### config.mk
export PLATFORM = sky130hd
export DESIGN_NAME = fsync_ser_tx
export DESIGN_NICKNAME = d
export VERILOG_FILES = /design/src/rtl/fstx_pkg.sv /design/src/rtl/fstx_hold.sv /design/src/rtl/fstx_ctrl.sv /design/src/rtl/fstx_shift.sv /design/src/rtl/fsync_ser_tx.sv
export SDC_FILE = /design/constraint.sdc
export NUM_CORES = 1
export LEC_CHECK = 0
export BUFFER_PORTS_ARGS = -buffer_cell sky130_fd_sc_hd__buf_2
export CORE_ASPECT_RATIO = 1.5
export CORE_MARGIN = 4
export CORE_UTILIZATION = 30
export DETAILED_ROUTE_END_ITERATION = 8
export PLACE_DENSITY = 0.5
export RECOVER_POWER = 100
export SLEW_MARGIN = 5
export SYNTH_ARGS = -nofsm -noshare
export SYNTH_HDL_FRONTEND = slang
export SYNTH_SLANG_ARGS = --single-unit
export TNS_END_PERCENT = 10
### constraint.sdc
create_clock -name clk -period 2.4 [get_ports clk]
set_clock_uncertainty 0.1 [all_clocks]
set_input_delay 0.24 -clock clk [delete_from_list [all_inputs] [get_ports clk]]
set_output_delay 0.24 -clock clk [all_outputs]
set_load 0.01 [all_outputs]
### src/rtl/fstx_pkg.sv
package fstx_pkg;

  // Per-tick action the frame controller hands to the shift register
  typedef enum logic [1:0] {
    ACT_HOLD  = 2'd0,
    ACT_LOAD  = 2'd1,
    ACT_SHIFT = 2'd2,
    ACT_STOP  = 2'd3
  } tx_act_e;

endpackage

### src/rtl/fstx_hold.sv
module fstx_hold #(
  parameter int WORD_W = 16
) (
  input  logic              clk,
  input  logic              rst_n,
  input  logic              wr_valid,
  input  logic [WORD_W-1:0] wr_data,
  input  logic              take,
  output logic [WORD_W-1:0] word,
  output logic              fresh
);

  // A write always lands; a copy in the same cycle sees the old word and
  // leaves the new one pending.
  always_ff @(posedge clk) begin
    if (!rst_n) begin
      word  <= '0;
      fresh <= 1'b0;
    end else if (wr_valid) begin
      word  <= wr_data;
      fresh <= 1'b1;
    end else if (take) begin
      fresh <= 1'b0;
    end
  end

  a_r2_write_sets_pending: assert property (@(posedge clk) disable iff (!rst_n)
    wr_valid |=> fresh);

  a_r5_copy_clears_pending: assert property (@(posedge clk) disable iff (!rst_n)
    take && !wr_valid |=> !fresh);

endmodule

### src/rtl/fstx_ctrl.sv
module fstx_ctrl
  import fstx_pkg::*;
#(
  parameter int WORD_W = 16
) (
  input  logic    clk,
  input  logic    rst_n,
  input  logic    tick,
  input  logic    fsync,
  input  logic    fs_ignore,
  input  logic    err_clr,
  output tx_act_e act,
  output logic    busy,
  output logic    sync_err
);

  localparam int CNT_W = (WORD_W > 2) ? $clog2(WORD_W) : 1;
  localparam logic [CNT_W-1:0] LAST_IDX = CNT_W'(WORD_W - 1);

  logic [CNT_W-1:0] cnt;
  logic             last_bit;
  logic             fs_accept;
  logic             fs_early;

  assign last_bit  = (cnt == LAST_IDX);
  assign fs_early  = tick && fsync && busy && !last_bit && !fs_ignore;
  assign fs_accept = tick && fsync && (!busy || last_bit || !fs_ignore);

  always_comb begin
    if (!tick)          act = ACT_HOLD;
    else if (fs_accept) act = ACT_LOAD;
    else if (busy)      act = last_bit ? ACT_STOP : ACT_SHIFT;
    else                act = ACT_HOLD;
  end

  always_ff @(posedge clk) begin
    if (!rst_n) begin
      busy <= 1'b0;
      cnt  <= '0;
    end else begin
      case (act)
        ACT_LOAD:  begin busy <= 1'b1; cnt <= '0; end
        ACT_SHIFT: cnt <= cnt + 1'b1;
        ACT_STOP:  begin busy <= 1'b0; cnt <= '0; end
        default:   ;
      endcase
    end
  end

  // Set wins over clear
  always_ff @(posedge clk) begin
    if (!rst_n)        sync_err <= 1'b0;
    else if (fs_early) sync_err <= 1'b1;
    else if (err_clr)  sync_err <= 1'b0;
  end

  a_r7_ignored_sync_advances: assert property (@(posedge clk) disable iff (!rst_n)
    busy && tick && fsync && fs_ignore && !last_bit
      |=> busy && cnt == CNT_W'($past(cnt) + 1'b1) && !$rose(sync_err));

  a_r8_err_sticky: assert property (@(posedge clk) disable iff (!rst_n)
    sync_err && !err_clr |=> sync_err);

  a_r6_restart_at_msb: assert property (@(posedge clk) disable iff (!rst_n)
    busy && tick && fsync && !fs_ignore && !last_bit |=> busy && cnt == '0);

  a_r9_back_to_back_clean: assert property (@(posedge clk) disable iff (!rst_n)
    busy && tick && fsync && last_bit && !sync_err |=> busy && !sync_err);

endmodule

### src/rtl/fstx_shift.sv
module fstx_shift
  import fstx_pkg::*;
#(
  parameter int WORD_W = 16
) (
  input  logic              clk,
  input  logic              rst_n,
  input  tx_act_e           act,
  input  logic [WORD_W-1:0] word,
  output logic              msb
);

  logic [WORD_W-1:0] sreg;

  always_ff @(posedge clk) begin
    if (!rst_n) begin
      sreg <= '0;
    end else begin
      case (act)
        ACT_LOAD:  sreg <= word;
        ACT_SHIFT: sreg <= {sreg[WORD_W-2:0], 1'b0};
        ACT_STOP:  sreg <= '0;
        default:   ;
      endcase
    end
  end

  assign msb = sreg[WORD_W-1];

  a_r3_msb_first: assert property (@(posedge clk) disable iff (!rst_n)
    act == ACT_SHIFT |=> sreg[WORD_W-1] == $past(sreg[WORD_W-2]));

endmodule

### src/rtl/fsync_ser_tx.sv
module fsync_ser_tx
  import fstx_pkg::*;
#(
  parameter int WORD_W = 16
) (
  input  logic              clk,
  input  logic              rst_n,
  input  logic              wr_valid,
  output logic              wr_ready,
  input  logic [WORD_W-1:0] wr_data,
  input  logic              fs_ignore,
  input  logic              sync_err_clr,
  input  logic              sclk_en,
  input  logic              fsync,
  output logic              sdo,
  output logic              xempty_n,
  output logic              sync_err,
  output logic              busy
);

  tx_act_e           act;
  logic [WORD_W-1:0] held;
  logic              fresh;
  logic              msb;

  assign wr_ready = rst_n;

  fstx_hold #(.WORD_W(WORD_W)) u_hold (
    .clk      (clk),
    .rst_n    (rst_n),
    .wr_valid (wr_valid),
    .wr_data  (wr_data),
    .take     (act == ACT_LOAD),
    .word     (held),
    .fresh    (fresh)
  );

  fstx_ctrl #(.WORD_W(WORD_W)) u_ctrl (
    .clk       (clk),
    .rst_n     (rst_n),
    .tick      (sclk_en),
    .fsync     (fsync),
    .fs_ignore (fs_ignore),
    .err_clr   (sync_err_clr),
    .act       (act),
    .busy      (busy),
    .sync_err  (sync_err)
  );

  fstx_shift #(.WORD_W(WORD_W)) u_shift (
    .clk   (clk),
    .rst_n (rst_n),
    .act   (act),
    .word  (held),
    .msb   (msb)
  );

  assign sdo      = busy & msb;
  assign xempty_n = fresh;

  a_r11_no_tick_holds: assert property (@(posedge clk) disable iff (!rst_n)
    !sclk_en |=> $stable(sdo) && $stable(busy));

endmodule

==> metrics <==
DRT Wirelength=3.36 mm; Power Total=0.00121 W; Die H=97.3 microns; RSZ-0062 raised after global routing=no; DR vias=1211; Die W=67.5 microns; WHS=0.0826 ns; Worst Hold Class=in -> reg; area leader, netlist=dfxtp_1; largest cells by area after synthesis=dfxtp_1 (49%), mux2i_1 (10%), a221o_1 (6.3%), and3_1 (5.9%), nor2_1 (3.8%); # diodes=0; fin nets=199; core area=0.00516 sq mm; Routed WL per cell=13.8 microns; Tot GR Track Use=11.0%; Routed Antenna Nets=0; Initial Util=30.9%; Setup Buffers After CTS=0; first-pass GRT wire length=5.48 mm; cells resized by post-CTS repair=0; Clk Latency, worst-skew pair=0.29 ns; CP Launch Type=register; DRC viols=0; Max-Cap Viols=0; TritonCTS clock tree=yes; xor and xnor fraction of the mapped netlist area=0.549%; post-synthesis compound-gate area fraction=16.1%; simple-gate portion of the synthesized area=18.2%; Vias/cell=4.96; setup_tns=0 ns; Core Rows=32; WS Path Type=reg -> reg; clk sink count=39; fraction of the mapped netlist area in adder cells=0.785%; r2r worst-path depth=4; Fmax achieved=504 MHz; post-synthesis sequential area ratio=49.0%; worst-path fanout max=16; clk root buf=clkbuf_8; DP Cell Count=236; Worst Hold End=u_hold.word[2]; WP data required=2.54 ns; commonest cells in the netlist=dfxtp_1 (39), mux2i_1 (16), nor2_1 (16); flop and latch count out of synthesis=39; area post-placement=0.00175 sq mm; synthesized cell area=0.00159 sq mm; final instance area=0.00182 sq mm; worst reg2reg startpoint=u_ctrl.cnt[0]; drt first pass iters=4; share of cells above drive strength 1=22.7%; worst-margin pin slew=1.07 ns; Post-synth EDFFs=0; Final Max Tran Viols=0; Iter 0 DRT Violations=65; HP Start=wr_data[2]; synth unique cells=33; vias in the first global route=1187; Congestion Overflow GR=0; worst vdd ir=0.000342 V; Synth Flop Type=dfxtp_1; Yosys top cell area share=49.0%; Routability Congestion=0.711; # hold bufs at CTS=0; most frequent cell after synthesis=dfxtp_1; status=finished, final reports clean; Post-Synthesis Cells=150; Layout area overhead=14.3%; final hold vios=0; clk slew on worst S/H paths=0.08 ns; leakage power=0.805 nW; min Tclk post-route=1.98 ns; largest family of logic cells by synthesized area=simple AND/OR/NAND/NOR gates; Slew HR=28.8%; reg2reg end=u_shift.sreg[1]; multiplexer share of the synthesized area=10.0%; initial antenna violation count=0; final critical-path share of the clock period=82.6%; fin cells=244; Post-DP HPWL=2.33 mm; Ys Warns=0; P per Cell Area=666 mW/mm^2; crit path DAT=2.12 ns; H-tree levels=2; buffers added on ports=27; largest net degree at the start of global routing=24; R2R Setup Slk=0.42 ns; Final setup viols=0; syn nets=174; Async SR Flop Fraction=0%; cell depth of the worst min-delay path=3; Die Area=0.00657 sq mm; Avg Inst Size Synth=10.6 sq um; crit end category=register; I/O pin cnt=28; TritonCTS buffer count=5; CTS Buffer Depth=2
-- sequential cells by signal (all words and copies together) (netlist names) --
register / cells
u_ctrl.busy: 1
u_ctrl.sync_err: 1
u_hold.fresh: 1
u_shift.sreg: 16
u_ctrl.cnt: 4
u_hold.word: 16
-- power by group --
part	total (W)	switching (W)	internal [W]	leakage, nW
Combinational	0.000102	0.0000566	0.0000458	0.439
Sequential	0.000689	0.0000154	0.000673	0.319
Clock	0.000422	0.000223	0.000199	0.0477
Total	0.00121	0.000295	0.000918	0.805
-- worst max path at each step --
| stage | cells after the start | startpoint | slack, ns | endpoint |
|---|---|---|---|---|
| after floorplan | 6 | u_ctrl.cnt[0] | 0.75 | u_shift.sreg[10] |
| after global placement | 4 | u_ctrl.cnt[0] | 0.53 | u_shift.sreg[15] |
| after detailed placement | 4 | u_ctrl.cnt[0] | 0.42 | u_shift.sreg[14] |
| after CTS | 4 | u_ctrl.cnt[0] | 0.43 | u_shift.sreg[3] |
| after global routing | 4 | u_ctrl.cnt[0] | 0.24 | u_shift.sreg[3] |
| final | 4 | u_ctrl.cnt[0] | 0.42 | u_shift.sreg[1] |
-- cells by family (layout without fill, tap and decap cells) --
logic type               after synthesis  count (layout)
multiplexers                          16              16
XOR/XNOR                               1               1
flip-flops                            39              39
adder cells (fa/ha/maj)                1               1
buffers and inverters                 13              39
AND/OR/NAND/NOR                       51              51
AO/OA/AOI/OAI                         29              29
-- per-layer routing --
| layer | vias to the layer above | routed length, microns | GRT usage [%] |
|---|---|---|---|
| met5 | - | 0 | 0 |
| met4 | 0 | 63 | 4.69 |
| met3 | 6 | 170 | 3.70 |
| met2 | 30 | 1700 | 17.6 |
| met1 | 574 | 1430 | 12.8 |
| li1 | 601 | - | - |
-- worst max-delay path: stages, from the launching register on --
cell and delay (ns):
dfxtp_1 0.39, ha_1 0.27, nand3_4 0.15, a311oi_4 0.74, a221o_2 0.28
-- final cells by class --
cell class / count / area [sq um]
Clock buffer: 5 / 68.8
Clock inverter: 3 / 15.0
Fill cell: 531 / 3340
Inverter: 2 / 7.51
Multi-Input combinational cell: 98 / 728
Sequential cell: 39 / 781
Tap cell: 68 / 85.1
Timing Repair Buffer: 29 / 136
-- through the flow --
stage | util, % | worst slack [ns]
after floorplan | - | 0.752
after global placement | 33.9 | 0.531
after detailed placement | 33.9 | 0.420
after CTS | 35.5 | 0.429
after global routing | 35.3 | 0.244
final | 35.3 | 0.417
-- layout by cell type, fill, tap and decap left out, types with 2 or more instances in the layout --
cell / n
nor2_1: 16
nand3_1: 2
a221o_1: 10
clkbuf_1: 7
inv_1: 2
nand2_1: 4
buf_2: 22
mux2i_1: 16
nand2b_1: 2
o21ai_0: 2
and2_1: 2
nand4_1: 2
a221o_2: 5
and3_1: 15
dfxtp_1: 39
clkbuf_8: 5
a21oi_1: 7
clkinv_2: 3
No activity file was read; power rests on OpenSTA's default activity.
